## config.mk

```make
export PLATFORM = sky130hd
export DESIGN_NAME = fault_irq_ctrl
export DESIGN_NICKNAME = d
export VERILOG_FILES = /design/src/rtl/fic_pkg.sv /design/src/rtl/fic_status_bank.sv /design/src/rtl/fic_enable_reg.sv /design/src/rtl/fic_irq_fsm.sv /design/src/rtl/fault_irq_ctrl.sv
export SDC_FILE = /design/constraint.sdc
export NUM_CORES = 1
export LEC_CHECK = 0
export ABC_CLOCK_PERIOD_IN_PS = 1000
export BUFFER_PORTS_ARGS = -buffer_cell sky130_fd_sc_hd__buf_4
export CELL_PAD_IN_SITES_DETAIL_PLACEMENT = 0
export CELL_PAD_IN_SITES_GLOBAL_PLACEMENT = 1
export CORE_UTILIZATION = 27
export CTS_CLUSTER_SIZE = 30
export DETAILED_ROUTE_END_ITERATION = 8
export HOLD_SLACK_MARGIN = 0.06
export PLACE_DENSITY_LB_ADDON = 0.1
export SETUP_SLACK_MARGIN = 0.05
export SYNTH_ARGS = -nofsm -noshare
export SYNTH_HDL_FRONTEND = slang
export SYNTH_SLANG_ARGS = --single-unit
export TNS_END_PERCENT = 5
```

## constraint.sdc

```tcl
create_clock -name clk -period 1 [get_ports clk]
set_input_delay 0.05 -clock clk [delete_from_list [all_inputs] [get_ports clk]]
set_output_delay 0.05 -clock clk [all_outputs]
set_load 0.01 [all_outputs]
```

## src/rtl/fic_pkg.sv

```systemverilog
package fic_pkg;
    // Interrupt line control states
    typedef enum logic [1:0] {
        IRQ_IDLE  = 2'd0,
        IRQ_DRIVE = 2'd1,
        IRQ_REARM = 2'd2
    } irq_state_e;

    // Status bit positions (decoded by software)
    localparam int BIT_TSD = 0;
    localparam int BIT_OVP = 1;
    localparam int BIT_OCP = 2;
endpackage

```

## src/rtl/fic_status_bank.sv

```systemverilog
module fic_status_bank #(
    parameter int NUM_FAULTS = 3
) (
    input  logic                  clk,
    input  logic                  rst_n,
    input  logic [NUM_FAULTS-1:0] fault_lvl,
    input  logic                  clr_evt,
    output logic [NUM_FAULTS-1:0] sticky
);
    // One sticky flop per fault source
    for (genvar i = 0; i < NUM_FAULTS; i++) begin : g_bit
        logic bit_q;
        always_ff @(posedge clk or negedge rst_n) begin
            if (!rst_n) begin
                bit_q <= 1'b0;
            end else if (clr_evt) begin
                bit_q <= fault_lvl[i];
            end else begin
                bit_q <= bit_q | fault_lvl[i];
            end
        end
        assign sticky[i] = bit_q;
    end
endmodule

```

## src/rtl/fic_enable_reg.sv

```systemverilog
module fic_enable_reg #(
    parameter int DATA_W     = 8,
    parameter int NUM_FAULTS = 3,
    parameter int GLB_BIT    = 7
) (
    input  logic                  clk,
    input  logic                  rst_n,
    input  logic                  wr,
    input  logic [DATA_W-1:0]     wdata,
    output logic [DATA_W-1:0]     rdata,
    output logic                  glb_en,
    output logic [NUM_FAULTS-1:0] src_en
);
    localparam logic [DATA_W-1:0] EN_MASK =
        DATA_W'((1 << GLB_BIT) | ((1 << NUM_FAULTS) - 1));

    logic [DATA_W-1:0] en_q;

    // only implemented bits are stored
    always_ff @(posedge clk or negedge rst_n) begin
        if (!rst_n) begin
            en_q <= '0;
        end else if (wr) begin
            en_q <= wdata & EN_MASK;
        end
    end

    assign rdata  = en_q;
    assign glb_en = en_q[GLB_BIT];
    assign src_en = en_q[NUM_FAULTS-1:0];
endmodule

```

## src/rtl/fic_irq_fsm.sv

```systemverilog
module fic_irq_fsm
    import fic_pkg::*;
(
    input  logic clk,
    input  logic rst_n,
    input  logic pending,
    input  logic clr_evt,
    output logic drive_low
);
    irq_state_e state_q, state_d;

    // State register
    always_ff @(posedge clk or negedge rst_n) begin
        if (!rst_n) begin
            state_q <= IRQ_IDLE;
        end else begin
            state_q <= state_d;
        end
    end

    // Next state
    always_comb begin
        state_d = state_q;
        unique case (state_q)
            IRQ_IDLE: begin
                if (pending) state_d = IRQ_DRIVE;
            end
            IRQ_DRIVE: begin
                if (clr_evt)       state_d = IRQ_REARM;
                else if (!pending) state_d = IRQ_IDLE;
            end
            IRQ_REARM: begin
                state_d = pending ? IRQ_DRIVE : IRQ_IDLE;
            end
            default: state_d = IRQ_IDLE;
        endcase
    end

    // Outputs
    always_comb begin
        drive_low = 1'b0;
        unique case (state_q)
            IRQ_DRIVE: drive_low = 1'b1;
            IRQ_IDLE,
            IRQ_REARM: drive_low = 1'b0;
            default:   drive_low = 1'b0;
        endcase
    end
endmodule

```

## src/rtl/fault_irq_ctrl.sv

```systemverilog
module fault_irq_ctrl #(
    parameter int DATA_W     = 8,
    parameter int NUM_FAULTS = 3,
    parameter int GLB_BIT    = 7
) (
    input  logic                  clk,
    input  logic                  rst_n,
    input  logic [NUM_FAULTS-1:0] fault_in,
    input  logic                  sleep_stat,
    input  logic                  stat_rd,
    input  logic                  en_wr,
    input  logic [DATA_W-1:0]     en_wdata,
    output logic [DATA_W-1:0]     stat_rdata,
    output logic [DATA_W-1:0]     en_rdata,
    output logic                  irq_pull_low
);
    localparam int PAD_W = DATA_W - NUM_FAULTS;

    logic                  clr_evt;
    logic [NUM_FAULTS-1:0] sticky;
    logic                  glb_en;
    logic [NUM_FAULTS-1:0] src_en;
    logic                  pending;

    // a read clears only when awake
    assign clr_evt = stat_rd & ~sleep_stat;

    fic_status_bank #(.NUM_FAULTS(NUM_FAULTS)) u_status (
        .clk       (clk),
        .rst_n     (rst_n),
        .fault_lvl (fault_in),
        .clr_evt   (clr_evt),
        .sticky    (sticky)
    );

    fic_enable_reg #(
        .DATA_W     (DATA_W),
        .NUM_FAULTS (NUM_FAULTS),
        .GLB_BIT    (GLB_BIT)
    ) u_enable (
        .clk    (clk),
        .rst_n  (rst_n),
        .wr     (en_wr),
        .wdata  (en_wdata),
        .rdata  (en_rdata),
        .glb_en (glb_en),
        .src_en (src_en)
    );

    // global and per-fault gating
    assign pending = glb_en & (|(sticky & src_en));

    fic_irq_fsm u_fsm (
        .clk       (clk),
        .rst_n     (rst_n),
        .pending   (pending),
        .clr_evt   (clr_evt),
        .drive_low (irq_pull_low)
    );

    // unused status bits read 0; value shown is pre-clear
    assign stat_rdata = {{PAD_W{1'b0}}, sticky};
endmodule

```

Word level (Yosys, flattened, before mapping)

Index checks and enable logic that the tools add are counted.

Flip-flop bits (word level): 9
Input bits: 16
Output and inout bits: 17
Logic and storage cells: 28

Equality and inequality tests: 4
Mux-type cells: 9
Bitwise gates (word level): 7
Reduce and logical (&&, ||, !) cells: 3

Operator list:

| cell                                                 | number |
|---|---|
| two-way mux 2 bit                                    | 3 |
| case mux 2 bit (3 select lines)                      | 1 |
| two-way mux 1 bit                                    | 5 |
| bitwise AND 3 bit                                    | 1 |
| != test 3 bit (second input constant)                | 1 |
| OR 1 bit                                             | 3 |
| OR reduction 3 bit                                   | 1 |
| bitwise AND 1 bit                                    | 2 |
| equality test 2 x 1 -> 1 bit (second input constant) | 1 |
| equality test 2 bit (second input constant)          | 1 |
| logical NOT 2 bit                                    | 1 |
| != test 2 x 1 -> 1 bit (second input constant)       | 1 |
| AND reduction 2 bit                                  | 1 |
| NOT 1 bit                                            | 1 |

Logic depth before layout (Yosys ltp)

Gate-level depths: netlist of run 1.

Depth after elaboration: 6
Mapped depth: 3
Gate-level depth less buffers: 3

Modules after synthesis

A second synthesis of run 1 with hierarchy kept.

Cell total of the unflattened synthesis: 42
Area total of the unflattened synthesis: 478.0 µm²

Modules (own cells, without submodules):

| module          | times used | cells an instance | area each (µm²) | seq. area each (µm²) |
|---|---|---|---|---|
| fic_enable_reg  | 1          | 17                | 209.0           | 100.1 |
| fic_status_bank | 1          | 10                | 123.9           | 75.1 |
| fic_irq_fsm     | 1          | 6                 | 81.3            | 50.0 |
| fault_irq_ctrl  | 1          | 9                 | 63.8            | 0.0 |

Worst setup path before layout of run 1

OpenSTA, ideal clock, no wires.

Kind: register to register
From: reg u_enable.en_q[0], in the netlist u_enable.rdata[0]
To: reg u_fsm.state_q[0]
Setup time: 0.135 ns
Data arrival time: 0.778 ns
Data required time: 0.865 ns
Setup slack: 0.087 ns
Stages on the path, launching flop included: 3
Clock period less this slack: 0.913 ns
Path through: dfrtp_1 -> a222oi_1 -> a211oi_1

Word-level cells in the longest chain between the ends: 5
Elaborated cells between the ends (all ways): 8
Classes of those cells: 2 x eq/ne; 2 x mux; 2 x bitwise; 2 x reduce/logical

Ends and longest elaborated chain:

| what                                                                          | line                 | source |
|---|---|---|
| start: declaration                                                            | fic_enable_reg.sv:17 | `logic [DATA_W-1:0] en_q;` |
| start signal: assignment                                                      | fic_enable_reg.sv:24 | `en_q <= wdata & EN_MASK;` |
| bitwise AND 3 bit *                                                           | fault_irq_ctrl.sv:51 | `assign pending = glb_en & (\|(sticky & src_en));` |
| OR reduction 3 bit *                                                          | fault_irq_ctrl.sv:51 |  |
| bitwise AND 1 bit *                                                           | fault_irq_ctrl.sv:51 |  |
| two-way mux 1 bit (tied with other cells)                                     | fic_irq_fsm.sv:33    | `state_d = pending ? IRQ_DRIVE : IRQ_IDLE;` |
| case mux 2 bit (3 select lines) / AND reduction 2 bit (equally long branches) | n/a                  |  |
| end signal: assignment                                                        | fic_irq_fsm.sv:17    | `state_q <= state_d;` |
| end: declaration                                                              | fic_irq_fsm.sv:10    | `irq_state_e state_q, state_d;` |

Every way passes the cells marked *; elsewhere a longest branch is shown, timed or not.
A chain may end at the register's enable or synchronous reset.

Worst setup path in the final report of run 1

From: reg u_fsm.state_q[0]
To: out irq_pull_low

Word-level cells in the longest chain between the ends: 2

Ends and longest elaborated chain:

| what                         | line                 | source |
|---|---|---|
| equality test 2 x 1 -> 1 bit | fic_irq_fsm.sv:42    | `unique case (state_q)` |
| two-way mux 1 bit            | fic_irq_fsm.sv:42    |  |
| end: declaration             | fault_irq_ctrl.sv:15 | `output logic irq_pull_low` |

Every way passes these cells.

==> results.txt, run 1 <==
Routed WL per cell = 10.4 µm
Setup Skew = 0.611 ps
CTS Buf Count = 3
CTS root buf = clkbuf_4
Pins over their slew limit = 0
Area Overhead vs Synth = 52.2%
Final WL = 867 µm
DP Worst Slack = 48.1 ps
Die Span Y = 42.8 µm
Max-cap violations = 0
Vias in the first global route = 313
HP Class = in2reg
Flop and latch count out of synthesis = 9
Worst path arrival time = 910 ps
Initial Util = 29.6%
Nets = 84
Layout cells sized above 1 = 47.8%
Maximum vdd drop = 857 µV
Data required time of the worst path = 950 ps
Initial antenna violation count = 0
Clk Latency, worst-skew pair = 260 ps
RSZ-0062 raised after global routing = true
Total GRT Usage = 11.7%
Post-synth top cells = buf_4 (13), dfrtp_1 (9), a21o_2 (3), mux2_2 (3)
Port bufs = 19
Clock Sink Count = 9
Placeable Area = 1520 µm²
Leakage = 0.343 nW
DR iter-0 viols = 4
Sequential share of power = 46.3%
Min Hold Slack = 86.6 ps
CTS tree = done
GRT Residual Overflow = 0
TritonRoute pass-1 iters = 4
Sw power = 0.000233 W
Largest net degree at the start of global routing = 10
Final Hold Vio Count = 0
Post-synthesis async set-or-reset flop share = 100%
Synth cell types = 14
Io pins = 33
HPWL after detailed placement = 631 µm
CP Launch Type = flop
Post-route setup slack = 43.6 ps
Clock power share = 30.7%
Post-synth top area cell = dfrtp_1
Via count = 328
Gpl congestion = 0.651
Antenna viol nets, final = 0
# diodes = 0
# setup viols final = 0
Critical Path Sink Type = output pin
Number of flops mapped to enable cells by yosys = 0
Most numerous cell in the Yosys netlist = buf_4
Die area = 1840 µm²
Mapped Area = 450 µm²
Pwr/cell area = 1320 nW/µm²
CTS H-tree depth = 1
Vias/cell = 3.95
Sequential fraction of the synthesis area = 50.0%
Power, Total = 0.000903 W
Area contributors post-synth = dfrtp_1 (50%), buf_4 (22%), mux2_2 (7.5%)
Comb pwr share = 23.0%
Critical Path Fanout Max = 3
Row Count = 14
Global-route wire length before repair = 1480 µm
Switch share = 25.8%
Setup_tns = 0 ps
Placed insts = 69
Synthesis Warnings = 0
Status = complete, no violations
Worst-path clk slew = 60 ps
Post-layout min period = 956 ps
Clock Tree Buf Depth = 2
Top_reg_cell synth = dfrtp_1
Share of Yosys cell area claimed by the top area cell type = 50.0%
Die Width = 42.8 µm
Critical path class = reg2out
Fmax = 1050 MHz
DRC violations left = 0
Gate Count Post-Synth = 38
Part of the cycle the worst path needs = 95.6%
Post-synthesis average cell area = 11.9 µm²
Layout Cells excl Fill = 83
Internal power = 0.000669 W
## metrics by stage
stage	area (µm²)	utilization [%]
final	686	45.0
after global routing	686	45.0
after CTS	671	44.0
after detailed placement	553	36.3
after global placement	553	36.3
after floorplan	480	-
## cell families (layout without fill, tap and decap cells)
| kind of cell | after synthesis | after routing | synth area share, % |
|---|---|---|---|
| compound gates | 6 | 6 | 10.8 |
| simple gates | 5 | 5 | 8.33 |
| other cells | 1 | 9 | 0.833 |
| buf+inv | 14 | 35 | 22.5 |
| flops | 9 | 9 | 50.0 |
| mux | 3 | 3 | 7.50 |
## power by group through the flow
| stage | Clock (W) | Combinational, W | Sequential [W] |
|---|---|---|---|
| CTS | 0.000294 | 0.000203 | 0.000416 |
| finish | 0.000277 | 0.000208 | 0.000418 |
| floorplan | 0 | 0.000111 | 0.000425 |
| detailed placement | 0 | 0.000175 | 0.000423 |
| global placement | 0 | 0.000170 | 0.000423 |
| global route | 0.000329 | 0.000225 | 0.000421 |
## timing repair
action / in CTS / in global routing
buffers inserted: 0 / 1
gates resized for setup: 0 / 2
endpoints found under the setup margin: 3 / 3
hold endpoints to repair: 16 / 0
hold buffers: 9 / 0
## cell type report
type / instances / area, µm²
clock inverter: 1 / 5.00
timing repair buffer: 30 / 255
sequential: 9 / 225
multi-input combinational: 23 / 154
fill: 149 / 838
tap: 16 / 20.0
inverter: 1 / 3.75
clock buffer: 3 / 22.5
## routing by layer
layer | part of all wire (%) | up-vias | routed length (µm) | GRT usage [%]
li1 | - | 164 | - | -
met1 | 42 | 149 | 367 | 13.4
met2 | 50 | 15 | 432 | 17.3
met3 | 7.7 | 0 | 67 | 8.09
met4 | 0 | 0 | 0 | 3.75
met5 | 0 | - | 0 | 0
## critical path, cell delays in order, from the launching register on
cell	delay, ps
dfrtp_1	380
nor2b_1	130
buf_4	130
## path summary, 6_finish.rpt
| path | endpoint | slack (ps) | start | cells past startpoint |
|---|---|---|---|---|
| worst min register to register | u_fsm.state_q[1]$_DFFE_PN0P_ | 460 | u_fsm.state_q[1]$_DFFE_PN0P_ | 1 |
| worst max-delay path | irq_pull_low | 40 | u_fsm.state_q[0]$_DFFE_PN0P_ | 2 |
| worst min-delay path | u_fsm.state_q[1]$_DFFE_PN0P_ | 90 | stat_rd | 3 |
| worst max register to register | u_fsm.state_q[0]$_DFFE_PN0P_ | 50 | u_status.g_bit[0].bit_q$_DFF_PN0_ | 2 |
| min in group asynchronous | u_status.g_bit[0].bit_q$_DFF_PN0_ | 150 | rst_n | 2 |
| max in group asynchronous | u_enable.rdata[7]$_DFFE_PN0P_ | 720 | rst_n | 2 |
## flip-flops by register name (all words and copies together), names as in the netlist
register,flops
u_enable.rdata,4
u_fsm.state_q,2
u_status.g_bit.bit_q,3
## placed cells by master (no fill, tap or decap), types with 2 or more instances in the layout
cell type      instances
a21o_2                 3
buf_4                 19
buf_6                  2
clkbuf_4               3
conb_1                 9
dfrtp_1                9
dlygate4sd3_1          9
mux2_2                 3
(Power assumes the default switching activity.)
==> run 2: changes to the inputs <==
--- a/config.mk
+++ b/config.mk
@@ -14,6 +14,7 @@
 export DETAILED_ROUTE_END_ITERATION = 8
 export HOLD_SLACK_MARGIN = 0.06
 export PLACE_DENSITY_LB_ADDON = 0.1
+export RECOVER_POWER = 100
 export SETUP_SLACK_MARGIN = 0.05
 export SYNTH_ARGS = -nofsm -noshare
 export SYNTH_HDL_FRONTEND = slang
==> run 2 against run 1 <==
Sequential power is essentially flat. Global-route usage is the same. Non-clock buffer count unchanged. Die area is the same. Largest cell class is now flip-flops and latches.
==> results.txt, run 2 (synthesis results as in run 1) <==
Io pins = 33 (unchanged)
CTS H-tree depth = 1 (unchanged)
Maximum vdd drop = 849 µV (-0.91%)
Port bufs = 19 (unchanged)
Slowest CP cell = dfrtp_1
R2r setup slk = 30 ps (-20 ps)
Initial Util = 29.6% (unchanged)
Wl on met1 = 375 µm (+2.2%)
Clock Sink Count = 9 (unchanged)
Max-cap violations = 0 (unchanged)
Routed WL per cell = 10.5 µm (+0.81%)
Sequential cell area = 225 µm² (unchanged)
Largest net degree at the start of global routing = 10 (unchanged)
Clk Latency, worst-skew pair = 260 ps (about the same)
Worst setup startpoint = u_enable.rdata[0]$_DFFE_PN0P_
Metal2 WL = 430 µm (-0.46%)
Final Instance Area = 652 µm² (-4.9%)
CTS root buf = clkbuf_4
Critical Path Fanout Max = 3 (unchanged)
Placeable Area = 1520 µm² (unchanged)
Initial antenna violation count = 0 (unchanged)
GRT Residual Overflow = 0 (unchanged)
Leakage = 0.313 nW (-8.7%)
Dpl cell area = 553 µm² (unchanged)
Gpl congestion = 0.651 (unchanged)
Via count = 330 (+0.61%)
# diodes = 0 (unchanged)
Setup Skew = 0.552 ps (-0.0588 ps)
Area Overhead vs Synth = 44.7%
# setup viols final = 0 (unchanged)
Part of the cycle the worst path needs = 96.9% (+1.3 points)
Placed insts = 69 (unchanged)
HPWL after detailed placement = 631 µm (unchanged)
Data required time of the worst path = 1130 ps (+180 ps)
Antenna viol nets, final = 0 (unchanged)
Multi-input gate area = 154 µm² (unchanged)
Total GRT Usage = 11.7% (unchanged)
Crit-path cells = a222oi_1 > a211oi_1
Worst r2r src = u_enable.rdata[0]$_DFFE_PN0P_
Post-layout min period = 969 ps (+12.7 ps)
Die Span Y = 42.8 µm (unchanged)
RSZ-0062 raised after global routing = true
Pins over their slew limit = 0 (unchanged)
Final Hold Vio Count = 0 (unchanged)
Global-route wire length before repair = 1480 µm (unchanged)
Setup_tns = 0 ps (unchanged)
Layout Cells excl Fill = 83 (unchanged)
Final WL = 874 µm (+0.81%)
HP Class = in2reg
CTS Buf Count = 3 (unchanged)
Most frequent cells in the layout = buf_4 (10), conb_1 (9), dlygate4sd3_1 (9), dfrtp_1 (9), clkbuf_1 (8)
Fmax = 1030 MHz (-1.3%)
Nets = 84 (unchanged)
Die area = 1840 µm² (unchanged)
Status = complete, no violations
Fill cells = 151 (+1.3%)
DRC violations left = 0 (unchanged)
Worst-path clk slew = 60 ps (about the same)
Clock Tree Buf Depth = 2 (unchanged)
Worst path arrival time = 1100 ps (+190 ps)
Layout cells sized above 1 = 35.8% (-12 points)
Vias in the first global route = 313 (unchanged)
Crit-path max cell delay = 400 ps (+20 ps)
Hold path start = stat_rd
Most common cell after layout, fill and taps aside = buf_4
Die Width = 42.8 µm (unchanged)
CP Launch Type = flop
Max reg flops = 4 (unchanged)
Met3 routed WL = 67 µm (unchanged)
Critical path class = reg2reg
Highest Signal Layer = met3
Pwr/cell area = 1350 nW/µm² (+2.4%)
DR iter-0 viols = 7 (+3)
Vias/cell = 3.98 (+0.61%)
Critical Path Sink Type = flop
Row Count = 14 (unchanged)
CTS tree = done
TritonRoute pass-1 iters = 4 (unchanged)
run 2: final timing paths:
check                      depth (start not counted)                                 to
max                                                2       u_fsm.state_q[0]$_DFFE_PN0P_
min                                                3       u_fsm.state_q[1]$_DFFE_PN0P_
max reg2reg                                        2       u_fsm.state_q[0]$_DFFE_PN0P_
min reg2reg                                        1       u_fsm.state_q[1]$_DFFE_PN0P_
max in group asynchronous                          2      u_enable.rdata[7]$_DFFE_PN0P_
min in group asynchronous                          2  u_status.g_bit[0].bit_q$_DFF_PN0_
run 2: through the flow:
stage / utilization [%] / total power (W) / hold slack (ps) / setup slack [ps]
2_1_floorplan: - / 0.000536 / -246 / 87.1
3_3_place_gp: 36.3 / 0.000593 / -123 / 46.9
3_5_place_dp: 36.3 / 0.000598 / -117 / 48.1
4_1_cts: 44.0 / 0.000913 / 83.3 / 29.0
5_1_grt: 42.8 / 0.000950 / 88.2 / 3.46
6_report: 42.8 / 0.000879 / 84.8 / 30.9
run 2: repair_timing:
action,in CTS,in global routing
cloned,0,0
hold buffers,9,0
endpoints found under the hold margin,16,0
setup buffers,0,1
endpoints found under the setup margin,3,3
resized for setup,0,2
pin swaps,0,0
run 2: routing by layer:
metal	vias up	track usage, %
li1	164	-
met1	151	13.4
met2	15	17.3
met3	0	8.09
met4	0	3.75
met5	-	0
run 2: layout make-up:
| class | count | share of cell area, % |
|---|---|---|
| Sequential cell | 9 | 34.5 |
| Timing Repair Buffer | 30 | 34.0 |
| Multi-Input combinational cell | 23 | 23.6 |
| Clock buffer | 3 | 3.45 |
| Tap cell | 16 | 3.07 |
| Clock inverter | 1 | 0.768 |
| Inverter | 1 | 0.576 |
run 2: critical path, delay by kind of cell, from the launching register on:
family / cells / cell delay [ps]
DFF: 1 / 400
AOI/OAI and AO/OA: 2 / 440
run 2: report_power, final:
group / total [W] / switching, W / internal [W]
logic: 0.000185 / 0.0000813 / 0.000104
registers: 0.000417 / 0.0000216 / 0.000395
clock network: 0.000277 / 0.000129 / 0.000148
